===== src/rtl/jabber_guard.sv =====
module jabber_guard #(
  parameter int ON_LIMIT  = 260000,
  parameter int QUIET_LEN = 4000000
) (
  input  logic clk,
  input  logic rst_n,
  input  logic tick,
  input  logic tx_active,
  input  logic drv_fault,
  input  logic ext_disable,
  output logic drv_en,
  output logic jab_flag
);
  localparam int MAXC = (QUIET_LEN > ON_LIMIT) ? QUIET_LEN : ON_LIMIT;
  localparam int CW   = $clog2(MAXC) + 1;
  localparam logic [CW-1:0] ON_LAST    = CW'(ON_LIMIT - 1);
  localparam logic [CW-1:0] QUIET_LAST = CW'(QUIET_LEN - 1);

  typedef enum logic [1:0] {IDLE, ACTIVE, JABBED, UNJAB} st_t;
  st_t st;
  logic [CW-1:0] cnt;

  wire tripped = (st == JABBED) || (st == UNJAB);
  wire quiet   = !tx_active && !drv_fault;

  assign drv_en   = !tripped && !drv_fault && !ext_disable;
  assign jab_flag = tripped || ext_disable;

  always_ff @(posedge clk) begin
    if (!rst_n) begin
      st  <= IDLE;
      cnt <= '0;
    end else begin
      case (st)
        IDLE: begin
          cnt <= '0;
          if (drv_fault)      st <= JABBED;
          else if (tx_active) st <= ACTIVE;
        end
        ACTIVE: begin
          if (drv_fault) begin
            st <= JABBED;
          end else if (!tx_active) begin
            st  <= IDLE;
            cnt <= '0;
          end else if (tick) begin
            if (cnt == ON_LAST) begin
              st  <= JABBED;
              cnt <= '0;
            end else begin
              cnt <= cnt + 1'b1;
            end
          end
        end
        JABBED: begin
          cnt <= '0;
          if (quiet) st <= UNJAB;
        end
        default: begin
          if (!quiet) begin
            st  <= JABBED;
            cnt <= '0;
          end else if (tick) begin
            if (cnt == QUIET_LAST) begin
              st  <= IDLE;
              cnt <= '0;
            end else begin
              cnt <= cnt + 1'b1;
            end
          end
        end
      endcase
    end
  end

  assert_jab_blocks_driver_R10: assert property (@(posedge clk) disable iff (!rst_n)
    jab_flag |-> !drv_en);

  assert_trip_at_limit_R2: assert property (@(posedge clk) disable iff (!rst_n)
    ($past(st) == ACTIVE && st == JABBED) |-> ($past(cnt) == ON_LAST || $past(drv_fault)));

  assert_release_after_quiet_R5: assert property (@(posedge clk) disable iff (!rst_n)
    ($past(st) == UNJAB && st == IDLE) |-> ($past(cnt) == QUIET_LAST && $past(tick)));

  assert_restart_on_noise_R6: assert property (@(posedge clk) disable iff (!rst_n)
    (st == UNJAB && !quiet) |=> (st == JABBED && cnt == '0));

  assert_hold_no_tick_R9: assert property (@(posedge clk) disable iff (!rst_n)
    (!tick && st == ACTIVE && tx_active && !drv_fault) |=> $stable(cnt));

  assert_fault_trips_R7: assert property (@(posedge clk) disable iff (!rst_n)
    drv_fault |=> jab_flag);
endmodule


===== config.mk =====
export PLATFORM = sky130hd
export DESIGN_NAME = jabber_guard
export DESIGN_NICKNAME = d
export VERILOG_FILES = /design/src/rtl/jabber_guard.sv
export SDC_FILE = /design/constraint.sdc
export NUM_CORES = 1
export LEC_CHECK = 0
export BUFFER_PORTS_ARGS = -buffer_cell sky130_fd_sc_hd__buf_2
export CAP_MARGIN = 20
export CORE_MARGIN = 3
export CORE_UTILIZATION = 45
export DETAILED_ROUTE_END_ITERATION = 16
export HOLD_SLACK_MARGIN = 0.05
export REMOVE_ABC_BUFFERS = 1
export SLEW_MARGIN = 20
export SYNTH_ARGS = -nofsm -noshare
export SYNTH_HDL_FRONTEND = slang
export SYNTH_SLANG_ARGS = --single-unit

===== constraint.sdc =====
create_clock -name clk -period 2.25 [get_ports clk]
set_input_delay 0.1125 -clock clk [delete_from_list [all_inputs] [get_ports clk]]
set_output_delay 0.1125 -clock clk [all_outputs]
set_load 0.005 [all_outputs]

==> summary.txt <==
Yosys
  • Synth Area in Adders: 0.0429
  • Synth Area in XOR/XNOR: 0.0600
  • Seq/Total Area, Yosys: 0.343
  • EDFF count, synth: 0
  • YS warnings: 0
  • Area leader, netlist: dfxtp_1
  • Most area-consuming cells after synthesis: dfxtp_1 (34%), a21oi_1 (5.8%), xor2_1 (4.8%), or3_1 (4.7%), ha_1 (4.3%)
  • Mapped Avg Cell Area: 8.24 µm²
  • Fraction of registers with async set/reset: 0
  • Yosys reg bits: 25
  • Simple-gate share of the synthesized area: 0.353
  • Yosys cell types: 44
  • Compound-cell area share of the yosys netlist: 0.160
  • Fraction of synthesized area in multiplexers: 0.00686
  • Main flop type after synthesis: dfxtp_1
  • Main combinational cell family by area after synthesis: simple AND/OR/NAND/NOR gates
  • Netlist area before placement: 1460 µm²
  • Yosys top cell area share: 0.343
  • Gate Count Post-Synth: around 180

Flow run
  • Max-Cap Viols: 0

Critical path
  • Worst setup SP type: flip-flop
  • CP max FO: 5
  • Kind of critical path: reg -> reg
  • CP Cell Sequence: ha_2 > nand4_4 > nor4_4 > a211oi_1 > or4_1 > a32o_1
  • Critical Path Slowest Stage Cell: or4_1
  • CP arrival: roughly 2.4 ns
  • Slowest stage delay, CP: approximately 0.5 ns
  • Element type at the critical path end: flip-flop
  • Critical path required time: 2.47 ns

Detailed routing
  • Vias/cell: roughly 6
  • Routed Antenna Nets: 0
  • Routed via count: 1387
  • Wire per inst: between 10 and 15 µm
  • Drt pass-1 iters: 4
  • DRC: 0
  • Initial DRC count: 89
  • WL final: ~3.4 mm

Pwr
  • Worst vdd ir: about 0.51 mV
  • PwrDens: a little under 700 nW/µm²
  • Lkg Pwr: 0.578 nW
  • Power, Total: between 1 and 1.5 mW

Global routing
  • First-pass GRT wire length: about 6.2 mm
  • Gr usage total: 0.189
  • Initial antenna violation count: 0
  • Total congestion overflow: 0
  • Largest net degree at the start of global routing: 23
  • Number of global-route vias before repair: approximately 1400

STA
  • Worst hold slack: between 0.07 and 0.08 ns
  • Relative slew margins: 0.695
  • Clk_skew: 0.0202 ns
  • Tmin final: 2.15 ns
  • Final period utilization: 0.956
  • # setup viols final: 0
  • Final Hold Vio Count: 0
  • Setup ws final: 0.0994 ns
  • Slew Limit Fails: 0
  • Worst slew pin tran: between 0.4 and 0.5 ns
  • Fmax: ~460 MHz

Layout
  • Nets: slightly above 200
  • # diodes: 0
  • Core Util, Final: 0.549
  • Layout cells sized above 1: 0.206
  • Layout Area Growth over Synthesis: 15.8%
  • Filler cells: about 290

Floorplan
  • Die footprint: 3960 µm²
  • Die height: 62.9 µm
  • Ports: 8
  • Core Area: about 3100 µm²
  • Initial Util: 0.474
  • Die W: between 60 and 70 µm
  • # rows: 20

Min path
  • Type of the worst min-delay path: in -> reg

Clock network
  • Clk_lat worst skew: 0.33 ns
  • CTS tree: yes
  • Bufs on Longest Clock Path: 2
  • CTS buffer count: 3
  • Sink Count: 25
  • Clk slew on worst S/H paths: around 0.13 ns
  • CTS root buffer: clkbuf_4
  • CTS H-tree depth: 1

Placed design
  • Hpwl dp: between 2 and 3 mm
  • Pre-CTS WS: -0.0408 ns
  • Port bufs: 7
  • Final GP Congestion: 0.938

Outcome
  • Status: finished, final reports clean
[power breakdown]
group / switching, mW / internal (mW)
clock: 0.141 / 0.0680
sequential: 0.0250 / 0.470
combinational: 0.242 / 0.217
[synth_stat cells, drive strengths merged, types with 2 or more instances]
| cell | count |
|---|---|
| a211oi | 4 |
| a21oi | 17 |
| and2 | 2 |
| and3 | 7 |
| and4 | 3 |
| buf | 4 |
| dfxtp | 25 |
| ha | 5 |
| inv | 8 |
| nand2 | 12 |
| nand3 | 7 |
| nand4 | 10 |
| nand4b | 2 |
| nor2 | 14 |
| nor3 | 3 |
| nor4 | 4 |
| o21ai | 11 |
| o31ai | 3 |
| or3 | 12 |
| or4 | 3 |
| xnor2 | 2 |
| xor2 | 8 |
[kinds of logic (layout without fill, tap and decap cells)]
family,count (synthesis),count (layout)
simple gates,85,85
compound gates,39,39
flops,25,25
buf+inv,12,29
xor+xnor,10,10
fa+ha+maj,5,5
mux,1,1
[repair_timing]
action | 4_1_cts | 5_1_grt
hold buffers | 0 | 0
gates resized for setup | 1 | 7
pin swaps | 1 | 1
gates cloned | 0 | 0
buffers inserted | 0 | 2
setup endpoints to repair | 1 | 23
[area by class of cell]
type	instances	area, µm²	share of cell area
clock inverters	1	7.51	0.00444
multi-input cells	140	948	0.561
repair buffers	17	123	0.0726
flip-flops and latches	25	503	0.298
clock buffers	3	22.5	0.0133
inverters	8	30.0	0.0178
well taps	44	55.1	0.0326
[critical path, delay by kind of cell (launching register included)]
family                   cells  cell delay, ns
AND/OR/NAND/NOR              3            1.01
AO/OA/AOI/OAI                2            0.41
flip-flops                   1            0.39
adder cells (fa/ha/maj)      1            0.25
[sequential cells by signal, indices dropped and copies added, names as in the netlist]
name,flops
st,2
cnt,23
[placed cells by master, fill, tap and decap left out, types with 3 or more instances in the layout]
| cell type | count |
|---|---|
| nand2_1 | 11 |
| buf_4 | 9 |
| inv_1 | 8 |
| ha_1 | 4 |
| nand4_1 | 9 |
| dfxtp_1 | 23 |
| or3_1 | 10 |
| nand3_1 | 6 |
| and3_2 | 5 |
| buf_2 | 7 |
| a21oi_1 | 17 |
| nor2_1 | 14 |
| o21ai_0 | 10 |
| a211oi_1 | 4 |
| xor2_1 | 8 |
| nor3_1 | 3 |
| clkbuf_4 | 3 |
[stage by stage]
step                std cells  cell area, µm²  setup TNS [ns]
detailed placement        232            1600         -0.0408
global placement          232            1600         -0.0239
global route              238            1690         -0.0366
CTS                       236            1640               0
floorplan                 173            1440           -1.88
finish                    238            1690               0
[worst paths after layout]
kind	endpoint	cells after the start	startpoint	slack, ns
setup / recovery	st[0]$_SDFFE_PN0P_	6	cnt[1]$_SDFFE_PN0P_	0.1
hold / removal	st[1]$_SDFFE_PN0P_	3	rst_n	0.08
setup reg to reg	st[0]$_SDFFE_PN0P_	6	cnt[1]$_SDFFE_PN0P_	0.1
hold reg to reg	cnt[1]$_SDFFE_PN0P_	2	cnt[1]$_SDFFE_PN0P_	0.51
[layer usage]
layer	share of wire	wire length [µm]	track usage
met1	0.47	1590	0.254
met2	0.48	1610	0.310
met3	0.043	144	0.0324
met4	0.0077	26	0.0523
met5	0	0	0
Note: power is estimated with default switching activity, not from simulation.
